## config.mk

```make
export PLATFORM = sky130hd
export DESIGN_NAME = dmas_seq
export DESIGN_NICKNAME = d
export VERILOG_FILES = /design/src/rtl/dmas_pkg.sv /design/src/rtl/dmas_req_sync.sv /design/src/rtl/dmas_prio_arb.sv /design/src/rtl/dmas_chan.sv /design/src/rtl/dmas_seq.sv
export SDC_FILE = /design/constraint.sdc
export NUM_CORES = 1
export LEC_CHECK = 0
export ABC_CLOCK_PERIOD_IN_PS = 2500
export CAP_MARGIN = 20
export CORE_MARGIN = 3
export CORE_UTILIZATION = 30
export DETAILED_ROUTE_END_ITERATION = 6
export DONT_BUFFER_PORTS = 1
export GPL_TIMING_DRIVEN = 0
export PLACE_DENSITY = 0.54
export SLEW_MARGIN = 20
export SYNTH_ARGS = -nofsm -noshare
export SYNTH_HDL_FRONTEND = slang
export SYNTH_SLANG_ARGS = --single-unit
```

## constraint.sdc

```tcl
create_clock -name clk_i -period 2.5 [get_ports clk_i]
set_clock_uncertainty 0.15 [all_clocks]
set_input_delay 0.5 -clock clk_i [delete_from_list [all_inputs] [get_ports clk_i]]
set_output_delay 0.5 -clock clk_i [all_outputs]
set_load 0.005 [all_outputs]
```

## src/rtl/dmas_pkg.sv

```systemverilog
package dmas_pkg;
  typedef enum logic [1:0] {
    MODE_BURST  = 2'd0,
    MODE_STEP   = 2'd1,
    MODE_BLOCK  = 2'd2,
    MODE_DEMAND = 2'd3
  } xfer_mode_e;

  typedef enum logic [1:0] {
    SQ_IDLE = 2'd0,
    SQ_ADDR = 2'd1,
    SQ_STRB = 2'd2
  } sq_state_e;
endpackage

```

## src/rtl/dmas_req_sync.sv

```systemverilog
module dmas_req_sync #(
  parameter int STAGES = 2
) (
  input  logic clk_i,
  input  logic rst_ni,
  input  logic req_i,
  output logic lvl_o,
  output logic rise_o
);
  // STAGES synchronizer flops plus one history flop for edge detection
  logic [STAGES:0] sh_q;

  always_ff @(posedge clk_i or negedge rst_ni) begin
    if (!rst_ni) sh_q <= '0;
    else         sh_q <= {sh_q[STAGES-1:0], req_i};
  end

  assign lvl_o  = sh_q[STAGES-1];
  assign rise_o = sh_q[STAGES-1] & ~sh_q[STAGES];
endmodule

```

## src/rtl/dmas_prio_arb.sv

```systemverilog
module dmas_prio_arb #(
  parameter int N     = 2,
  parameter int IDX_W = 1
) (
  input  logic [N-1:0]     want_i,
  output logic [IDX_W-1:0] idx_o,
  output logic             any_o
);
  // fixed priority, index 0 highest
  always_comb begin
    idx_o = '0;
    any_o = 1'b0;
    for (int i = N - 1; i >= 0; i--) begin
      if (want_i[i]) begin
        idx_o = IDX_W'(i);
        any_o = 1'b1;
      end
    end
  end
endmodule

```

## src/rtl/dmas_chan.sv

```systemverilog
module dmas_chan
  import dmas_pkg::*;
#(
  parameter int CNT_W  = 8,
  parameter int ADDR_W = 16
) (
  input  logic              clk_i,
  input  logic              rst_ni,
  input  logic              rise_i,
  input  logic              lvl_i,
  input  xfer_mode_e        mode_i,
  input  logic              reload_i,
  input  logic              active_i,
  input  logic              win_i,
  input  logic              svc_end_i,
  input  logic              done_i,
  input  logic [CNT_W-1:0]  wb_rem_i,
  input  logic [ADDR_W-1:0] wb_addr_i,
  output logic              want_o,
  output logic [CNT_W-1:0]  rem_o,
  output logic [ADDR_W-1:0] addr_o
);
  logic pend_q, again_q, halted_q;
  logic [CNT_W-1:0]  rem_q;
  logic [ADDR_W-1:0] addr_q;
  logic edge_mode;

  assign edge_mode = (mode_i != MODE_DEMAND);

  always_ff @(posedge clk_i or negedge rst_ni) begin
    if (!rst_ni) begin
      pend_q   <= 1'b0;
      again_q  <= 1'b0;
      halted_q <= 1'b0;
      rem_q    <= '0;
      addr_q   <= '0;
    end else begin
      if (rise_i && edge_mode) begin
        if (!active_i)  pend_q  <= 1'b1;
        else if (win_i) again_q <= 1'b1;  // final-transfer window
      end
      if (svc_end_i) begin
        rem_q  <= wb_rem_i;
        addr_q <= wb_addr_i;
        if (done_i || mode_i == MODE_STEP) begin
          pend_q  <= again_q;
          again_q <= 1'b0;
        end
        if (done_i && mode_i == MODE_DEMAND && !reload_i) halted_q <= 1'b1;
      end else if (!lvl_i) begin
        halted_q <= 1'b0;
      end
    end
  end

  assign want_o = edge_mode ? pend_q : (lvl_i & ~halted_q);
  assign rem_o  = rem_q;
  assign addr_o = addr_q;

  AST_BUSY_EDGE_IGNORED: assert property (@(posedge clk_i) disable iff (!rst_ni)
    (rise_i && active_i && !win_i && !svc_end_i) |=> ($stable(pend_q) && $stable(again_q)));
endmodule

```

## src/rtl/dmas_seq.sv

```systemverilog
module dmas_seq
  import dmas_pkg::*;
#(
  parameter int NCH         = 2,
  parameter int CNT_W       = 8,
  parameter int BLK_W       = 4,
  parameter int ADDR_W      = 16,
  parameter int SYNC_STAGES = 2
) (
  input  logic                  clk_i,
  input  logic                  rst_ni,
  input  logic [NCH-1:0]        req_i,
  input  logic [2*NCH-1:0]      mode_i,
  input  logic [CNT_W*NCH-1:0]  count_i,
  input  logic [BLK_W*NCH-1:0]  blk_size_i,
  input  logic [NCH-1:0]        reload_i,
  input  logic [NCH-1:0]        ext_i,
  input  logic [NCH-1:0]        dir_rd_i,
  input  logic [NCH-1:0]        addr_inc_i,
  input  logic [ADDR_W*NCH-1:0] dst_addr_i,
  input  logic [NCH-1:0]        ack_en_i,
  input  logic [NCH-1:0]        eop_en_i,
  output logic [NCH-1:0]        ack_o,
  output logic [NCH-1:0]        eop_o,
  output logic                  bus_as_o,
  output logic [ADDR_W-1:0]     bus_addr_o,
  output logic                  bus_rd_o,
  output logic                  bus_wr_o
);
  localparam int IDX_W = (NCH > 1) ? $clog2(NCH) : 1;

  sq_state_e          st_q;
  logic [IDX_W-1:0]   cur_q;
  xfer_mode_e         cur_mode_q;
  logic [CNT_W-1:0]   cur_rem_q;
  logic [BLK_W-1:0]   cur_bi_q;
  logic [ADDR_W-1:0]  cur_addr_q;

  logic [NCH-1:0]     lvl, rise, want, active, win, svc_end_v, done_v;
  xfer_mode_e         mode_a [NCH];
  logic [CNT_W-1:0]   cnt_a  [NCH];
  logic [BLK_W-1:0]   blk_a  [NCH];
  logic [ADDR_W-1:0]  dst_a  [NCH];
  logic [CNT_W-1:0]   rem_a  [NCH];
  logic [ADDR_W-1:0]  addr_a [NCH];

  logic               item_last, blk_edge, seg_last, svc_end;
  logic [CNT_W-1:0]   nxt_rem, wb_rem;
  logic [ADDR_W-1:0]  nxt_addr;
  logic [IDX_W-1:0]   g_idx;
  logic               g_any, fresh, cur_ext;

  for (genvar i = 0; i < NCH; i++) begin : g_ch
    assign mode_a[i] = xfer_mode_e'(mode_i[2*i +: 2]);
    assign cnt_a[i]  = (count_i[CNT_W*i +: CNT_W] == '0) ? CNT_W'(1) : count_i[CNT_W*i +: CNT_W];
    assign blk_a[i]  = (blk_size_i[BLK_W*i +: BLK_W] == '0) ? BLK_W'(1) : blk_size_i[BLK_W*i +: BLK_W];
    assign dst_a[i]  = dst_addr_i[ADDR_W*i +: ADDR_W];

    assign active[i]    = (st_q != SQ_IDLE) && (cur_q == IDX_W'(i));
    assign win[i]       = active[i] && (st_q == SQ_ADDR) && seg_last;
    assign svc_end_v[i] = svc_end && (cur_q == IDX_W'(i));
    assign done_v[i]    = item_last;

    assign ack_o[i] = active[i] && (st_q == SQ_ADDR) && ack_en_i[i];
    assign eop_o[i] = active[i] && (st_q == SQ_STRB) && item_last && ext_i[i] && eop_en_i[i];

    dmas_req_sync #(.STAGES(SYNC_STAGES)) u_sync (
      .clk_i  (clk_i),
      .rst_ni (rst_ni),
      .req_i  (req_i[i]),
      .lvl_o  (lvl[i]),
      .rise_o (rise[i])
    );

    dmas_chan #(.CNT_W(CNT_W), .ADDR_W(ADDR_W)) u_chan (
      .clk_i     (clk_i),
      .rst_ni    (rst_ni),
      .rise_i    (rise[i]),
      .lvl_i     (lvl[i]),
      .mode_i    (mode_a[i]),
      .reload_i  (reload_i[i]),
      .active_i  (active[i]),
      .win_i     (win[i]),
      .svc_end_i (svc_end_v[i]),
      .done_i    (done_v[i]),
      .wb_rem_i  (wb_rem),
      .wb_addr_i (nxt_addr),
      .want_o    (want[i]),
      .rem_o     (rem_a[i]),
      .addr_o    (addr_a[i])
    );
  end

  dmas_prio_arb #(.N(NCH), .IDX_W(IDX_W)) u_arb (
    .want_i (want),
    .idx_o  (g_idx),
    .any_o  (g_any)
  );

  assign item_last = (cur_bi_q == BLK_W'(1)) && (cur_rem_q == CNT_W'(1));
  assign blk_edge  = (cur_bi_q == BLK_W'(1));
  assign seg_last  = item_last || (cur_mode_q == MODE_STEP);
  // burst keeps the channel to the end; other modes yield at each unit boundary
  assign svc_end   = (st_q == SQ_STRB) && (item_last || (blk_edge && cur_mode_q != MODE_BURST));
  assign nxt_rem   = blk_edge ? cur_rem_q - CNT_W'(1) : cur_rem_q;
  assign wb_rem    = item_last ? '0 : nxt_rem;
  assign nxt_addr  = addr_inc_i[cur_q] ? cur_addr_q + ADDR_W'(1) : cur_addr_q;
  assign fresh     = (rem_a[g_idx] == '0);
  assign cur_ext   = ext_i[cur_q];

  always_ff @(posedge clk_i or negedge rst_ni) begin
    if (!rst_ni) begin
      st_q       <= SQ_IDLE;
      cur_q      <= '0;
      cur_mode_q <= MODE_BURST;
      cur_rem_q  <= '0;
      cur_bi_q   <= '0;
      cur_addr_q <= '0;
    end else begin
      unique case (st_q)
        SQ_IDLE: if (g_any) begin
          cur_q      <= g_idx;
          cur_mode_q <= mode_a[g_idx];
          cur_rem_q  <= fresh ? cnt_a[g_idx] : rem_a[g_idx];
          cur_addr_q <= fresh ? dst_a[g_idx] : addr_a[g_idx];
          cur_bi_q   <= (mode_a[g_idx] == MODE_BLOCK) ? blk_a[g_idx] : BLK_W'(1);
          st_q       <= SQ_ADDR;
        end
        SQ_ADDR: st_q <= SQ_STRB;
        SQ_STRB: begin
          cur_addr_q <= nxt_addr;
          if (svc_end) begin
            st_q <= SQ_IDLE;
          end else begin
            st_q      <= SQ_ADDR;
            cur_rem_q <= nxt_rem;
            cur_bi_q  <= blk_edge ? BLK_W'(1) : cur_bi_q - BLK_W'(1);
          end
        end
        default: st_q <= SQ_IDLE;
      endcase
    end
  end

  assign bus_as_o   = (st_q == SQ_ADDR) && cur_ext;
  assign bus_addr_o = bus_as_o ? cur_addr_q : '0;
  assign bus_rd_o   = (st_q == SQ_STRB) && cur_ext && dir_rd_i[cur_q];
  assign bus_wr_o   = (st_q == SQ_STRB) && cur_ext && !dir_rd_i[cur_q];

  AST_PRIO_CH0: assert property (@(posedge clk_i) disable iff (!rst_ni)
    (st_q == SQ_IDLE && want[0]) |=> (st_q == SQ_ADDR && cur_q == '0));
  AST_BLOCK_HELD: assert property (@(posedge clk_i) disable iff (!rst_ni)
    (st_q == SQ_STRB && !svc_end) |=> (st_q == SQ_ADDR && $stable(cur_q)));
  AST_ACK_ONEHOT: assert property (@(posedge clk_i) disable iff (!rst_ni)
    $onehot0(ack_o));
  AST_ACK_WITH_AS: assert property (@(posedge clk_i) disable iff (!rst_ni)
    (|(ack_o & ext_i)) |-> bus_as_o);
  AST_STRB_AFTER_AS: assert property (@(posedge clk_i) disable iff (!rst_ni)
    (bus_rd_o || bus_wr_o) |-> $past(bus_as_o));
  AST_EOP_ON_STRB: assert property (@(posedge clk_i) disable iff (!rst_ni)
    (|eop_o) |-> (bus_rd_o || bus_wr_o));
  AST_INT_QUIET: assert property (@(posedge clk_i) disable iff (!rst_ni)
    (st_q != SQ_IDLE && !cur_ext) |-> !(bus_as_o || bus_rd_o || bus_wr_o || (|eop_o)));
endmodule

```

### Word-level counts from Yosys, hierarchy flattened

Cells that the tools add are included.

| storage, ports and cells | value |
|---|---|
| flip-flop bits (word level) | 93 |
| word-level logic and storage cells | 179 |

| cells by class | value |
|---|---|
| add/subtract/negate cells | 3 |
| $lt $le $gt $ge | 2 |
| equal/unequal tests | 18 |
| multiplexer cells | 76 |
| bitwise operators | 10 |
| reductions and logical operators | 52 |

Operators by type and width:

| operator | number |
|---|---|
| 2-to-1 mux 16 bit | 10 |
| 2-to-1 mux 8 bit | 13 |
| 2-to-1 mux 1 bit | 36 |
| 2-to-1 mux 4 bit | 9 |
| case mux 16 bit (2 select lines) | 1 |
| logical AND 1 bit | 31 |
| zero test 8 bit | 3 |
| adder 16 x 1 -> 16 bit (second input constant) | 1 |
| case mux 8 bit (2 select lines) | 1 |
| != test 2 bit (second input constant) | 6 |
| == test 2 x 1 -> 1 bit (second input constant) | 4 |
| == test 2 bit (second input constant) | 4 |
| == test 8 x 1 -> 1 bit (second input constant) | 1 |
| zero test 4 bit | 2 |
| 2-to-1 mux 2 bit | 4 |
| case mux 4 bit (2 select lines) | 1 |
| AND reduction 2 bit | 4 |
| subtractor 8 x 1 -> 8 bit (second input constant) | 1 |
| case mux 2 bit (3 select lines) | 1 |
| nonzero test 2 bit | 3 |
| NOT 1 bit | 5 |
| AND 1 bit | 4 |
| == test 4 x 1 -> 1 bit (second input constant) | 1 |
| logical OR 1 bit | 4 |
| 8 further kinds | 11 |

### Longest topological paths before layout

| logic depth | value |
|---|---|
| depth in word-level cells | 13 |
| gate-level depth with buffers | 9 |

### By module

Synthesis repeated with hierarchy kept, for this count alone.

| second synthesis, totals | value |
|---|---|
| cell total of the unflattened synthesis | 597 |
| area, all modules | 5870.6 sq um |

Modules (own cells, without submodules):

| module | instances | cells an instance | area each (sq um) |
|---|---|---|---|
| dmas_seq | 1 | 449 | 3393.3 |
| dmas_chan | 2 | 69 | 1143.6 |
| dmas_req_sync | 2 | 4 | 88.8 |
| dmas_prio_arb | 1 | 2 | 12.5 |

### Least setup slack after synthesis

OpenSTA, ideal clock, no wires.

| timing path | value |
|---|---|
| path kind | reg-to-reg |
| start point | register cur_bi_q[1] |
| end point | register g_ch[0].u_chan.pend_q |
| library setup time | 125 ps |
| arrival time | 1964 ps |
| data required time | 2225 ps |
| setup slack | 262 ps |
| stages on the path, launching flop included | 9 |
| buffers on the path | 1 |
| cell sequence | dfrtp_1 inv_1 ha_1 nor3b_2 nand2_1 or3_1 buf_2 a21oi_1 mux2_2 |

| between the ends | value |
|---|---|
| longest elaborated chain between the ends | 6 |
| elaborated cells between the ends (all ways) | 9 |

Ends and longest elaborated chain:

| item | line | RTL |
|---|---|---|
| start, declared | dmas_seq.sv:36 | `logic [BLK_W-1:0] cur_bi_q;` |
| start signal, assigned | dmas_seq.sv:126 | `cur_bi_q <= (mode_a[g_idx] == MODE_BLOCK) ? blk_a[g_idx] : BLK_W'(1);` |
| start signal, assigned | dmas_seq.sv:137 | `cur_bi_q <= blk_edge ? BLK_W'(1) : cur_bi_q - BLK_W'(1);` |
| == test 4 x 1 -> 1 bit (*) | dmas_seq.sv:100, dmas_seq.sv:101 |  |
| logical AND 1 bit, on equally long branches | dmas_seq.sv:100, dmas_seq.sv:104 |  |
| logical OR 1 bit | dmas_seq.sv:104 | `assign svc_end = (st_q == SQ_STRB) && (item_last \|\| (blk_edge && cur_mode_q != MODE_BURST));` |
| logical AND 1 bit | dmas_seq.sv:104 |  |
| logical AND 1 bit | dmas_seq.sv:61 | `assign svc_end_v[i] = svc_end && (cur_q == IDX_W'(i));` |
| 2-to-1 mux 1 bit (*) | dmas_chan.sv:42 | `if (svc_end_i) begin` |
| end signal, assigned | dmas_chan.sv:46 | `pend_q <= again_q;` |
| end, declared | dmas_chan.sv:23 | `logic pend_q, again_q, halted_q;` |

Mark *: on every way between the ends. The rest lies on a longest branch, timed or not.
A chain may end at the register's enable or synchronous reset.

### Worst setup path in the final report

| timing path | value |
|---|---|
| start point | register cur_bi_q[1] |
| end point | register g_ch[1].u_chan.rem_q[2] |

| between the ends | value |
|---|---|
| longest elaborated chain between the ends | 5 |
| elaborated cells between the ends (all ways) | 8 |

Ends and longest elaborated chain:

| item | line | RTL |
|---|---|---|
| == test 4 x 1 -> 1 bit (*) | dmas_seq.sv:100, dmas_seq.sv:101 |  |
| logical AND 1 bit, on equally long branches | dmas_seq.sv:100, dmas_seq.sv:104 |  |
| logical OR 1 bit | dmas_seq.sv:104 |  |
| logical AND 1 bit | dmas_seq.sv:104 |  |
| logical AND 1 bit | dmas_seq.sv:61 |  |
| end signal, assigned | dmas_chan.sv:43 | `rem_q <= wb_rem_i;` |
| end, declared | dmas_chan.sv:24 | `logic [CNT_W-1:0] rem_q;` |

Marks and branches as above.

==> results by group <==
Critical path
  • Worst endpoint required time: 2.58 ns
  • CP endpoint kind: register
  • Slowest CP cell: nor3_2
  • CP Buf/Inv Count: 1
  • Critical-path cell list: inv_1 > ha_1 > or3b_2 > nor3_2 > nor2_1 > mux2_2
  • Largest stage delay, worst path: 0.53 ns
  • CP delay by family, top: simple AND/OR/NAND/NOR gates
  • Startpoint Class: register
  • Critical path arrival: 2.58 ns
  • CP Max Fanout: 8
  • Reg2Reg Depth: 6
  • Setup CP Type: reg -> reg
  • Crit path depth: 6

Synth
  • Top-area cell type share of the netlist area: 40.8%
  • Cell taking the most area after synthesis: dfrtp_1
  • Library cells used by synthesis: 75
  • Top FF cell, synth: dfrtp_1
  • Post-Synth Simple-Gate Area: 23.8%
  • Largest family of logic cells by synthesized area: simple AND/OR/NAND/NOR gates
  • Area of the mapped netlist: 5700 µm²
  • Synth Area in Adders: 1.10%
  • Seq/Total Area, Yosys: 40.8%
  • Post-synthesis mux area share: 8.01%
  • Ys Warns: 0
  • Post-synthesis register bit count: 93
  • Synth top area cells: dfrtp_1 41%, nand2_1 5.9%, mux2i_1 5.4%, o21ai_0 5.1%, mux2_2 2.4%
  • Number of flops mapped to enable cells by yosys: 0
  • Synth Area per Inst: 9.01 µm²
  • Post-Synth XOR/XNOR Area: 3.07%
  • Cells after Synth: 633
  • Post-synthesis compound-gate area fraction: 19.7%
  • Mapped Nets: 714
  • Synth async-reset ratio: 100%

Floorplanning
  • Die Ht: 144 µm
  • Core Rows: 49
  • I/O pins: 99
  • Die ar.: 20700 µm²
  • Core box area: 18300 µm²
  • Initial core utilization: 31.1%
  • Chip width: 144 µm

Route
  • First-pass DRT Iterations: 5
  • Number of vias per cell: 5.95
  • Antenna Nets Post-Route: 0
  • Detailed Route WL: 20.5 mm
  • Per-cell routed wire length: 23.1 µm
  • DRC viols: 0
  • DRT iter0 DRCs: 417
  • Vias after detailed routing: 5259

Cells and area
  • Final Util: 35.6%
  • Most frequent cells in the layout: 93 x dfrtp_1, 88 x nand2_1, 58 x o21ai_0
  • # diodes: 0
  • Layout cells sized above 1: 14.8%
  • Area growth from synthesis to layout: 14.3%
  • Final #Nets: 731
  • Commonest non-fill, non-tap cell in the layout: dfrtp_1
  • Layout filler cell count: 1863

Timing
  • Final hold vios: 93
  • Fmax: 401 MHz
  • Setup Total Neg Slack: 0 ns
  • Unrepaired setup endpoints after global routing: true
  • Slew HR: 35.2%
  • Worst Tran Pin Value: 0.969 ns
  • Period minus WS final: 2.49 ns
  • Final setup vio count: 0
  • Period utilization: 99.7%
  • Slew Limit Fails: 0
  • Worst hold slack: -0.311 ns

Power
  • NetSw: 3.95 mW
  • Combinational Power Share: 50.3%
  • Pwr dens: 1340 nW/µm²
  • Sequential power share: 33.4%
  • Max VDD drop: 0.000417 V
  • Clock power frac: 16.2%
  • Sw Ratio: 45.2%
  • Int Power: 4.78 mW
  • Total power: 8.73 mW
  • Leak Pwr: 2.81 nW

Status
  • Failing checks: hold timing
  • Outcome: finished, violations left

Run
  • Total of max-cap violations: 0

Clock network
  • CTS Root Cell: clkbuf_16
  • CTS tree: done
  • Worst skew pair latency: 0.35 ns
  • Total CTS buffers: 9
  • Max Root-Sink Buffers: 2
  • Num Clock Sinks: 93
  • H-tree levels: 3
  • Clock transition at the registers of the reported paths: 0.07 ns

Global routing
  • Largest net degree at the start of global routing: 94
  • Total GRT Usage: 19.7%
  • Global-route wire length before repair: 31.0 mm
  • Vias in the first global route: 5349
  • Grt ovf: 0
  • Initial antenna violation count: 0

Min path
  • Worst Hold Class: in -> async

Placed design
  • Final HPWL DP: 14.7 mm
  • I/O Buffers: 0
  • GP Congestion: 0.916
-- metrics by stage --
stage	cells	worst slack (ns)	hold WS [ns]	area (µm²)
2_1_floorplan	633	0.262	0.0544	5700
3_3_place_gp	862	-0.259	0.0579	5990
3_5_place_dp	862	-0.286	0.0572	5990
4_1_cts	880	0.00449	-0.318	6410
5_1_grt	884	-0.0745	-0.322	6520
6_report	884	0.00683	-0.311	6520
-- power by group through the flow --
stage | logic, mW | registers [mW] | clock network, mW
2_1_floorplan | 3.02 | 2.65 | 0
5_1_grt | 4.77 | 3.02 | 1.48
6_report | 4.39 | 2.92 | 1.42
4_1_cts | 4.26 | 2.85 | 1.42
3_5_place_dp | 4.09 | 2.85 | 0
3_3_place_gp | 4.01 | 2.82 | 0
-- flip-flops by register name, indices dropped and copies added, names as in the netlist --
name,count
cur_mode_q,2
cur_q,1
g_ch.u_chan.again_q,2
g_ch.u_chan.rem_o,16
cur_rem_q,8
cur_addr_q,16
g_ch.u_chan.addr_o,32
g_ch.u_chan.halted_q,2
g_ch.u_chan.pend_q,2
st_q,2
g_ch.u_sync.sh_q,6
cur_bi_q,4
-- path summary, 6_finish.rpt --
| check | from | endpoint | slack (ns) |
|---|---|---|---|
| max reg2reg | cur_bi_q[1] | g_ch[1].u_chan.rem_o[2] | 0.007 |
| min in group clk_i | req_i[1] | g_ch[1].u_sync.sh_q[0] | 0.02 |
| max in group asynchronous | rst_ni | g_ch[0].u_sync.sh_q[0] | 2.39 |
| min | rst_ni | g_ch[1].u_chan.addr_o[11] | -0.31 |
| min reg2reg | g_ch[0].u_sync.sh_q[0] | g_ch[0].u_sync.sh_q[1] | 0.20 |
| max | cur_bi_q[1] | g_ch[1].u_chan.rem_o[2] | 0.007 |
-- metal layers --
layer	global-route usage, %	share of wire, %	vias to the layer above
met4	9.61	3.7	0
met2	33.9	50	203
met1	23.2	40	2636
met3	4.49	6.4	50
met5	0	0	-
li1	-	-	2370
-- synthesized netlist by cell type, types with 10 or more instances --
| master | count |
|---|---|
| a31oi_1 | 10 |
| nand3_1 | 25 |
| nor3_1 | 23 |
| buf_2 | 10 |
| nand2_1 | 89 |
| nor2_1 | 31 |
| clkbuf_1 | 24 |
| and3_1 | 13 |
| and2_1 | 19 |
| xor2_1 | 11 |
| o21ai_0 | 58 |
| dfrtp_1 | 93 |
| a21oi_1 | 15 |
| mux2_2 | 12 |
| mux2i_1 | 31 |
-- cell families (layout without fill, tap and decap cells) --
logic type	Yosys count	count (layout)
AND/OR/NAND/NOR	259	259
AO/OA/AOI/OAI	165	165
flip-flops	93	93
buffers and inverters	47	69
multiplexers	44	44
XOR/XNOR	20	20
adder cells (fa/ha/maj)	5	5
-- area by class of cell --
type,instances,area [µm²],area share (%)
Multi-Input combinational cell,493,3320,50.9
Sequential cell,93,2330,35.7
Tap cell,229,287,4.40
Clock buffer,12,246,3.78
Buffer,33,179,2.75
Timing Repair Buffer,10,75.1,1.15
Clock inverter,4,47.5,0.730
Inverter,10,37.5,0.576
-- repair_timing --
item,in CTS,in global routing
endpoints found under the hold margin,93,93
buffers inserted,4,6
endpoints found under the setup margin,75,70
gates resized for setup,24,27
pin swaps,1,6
Power figures use the tool's default switching activity.
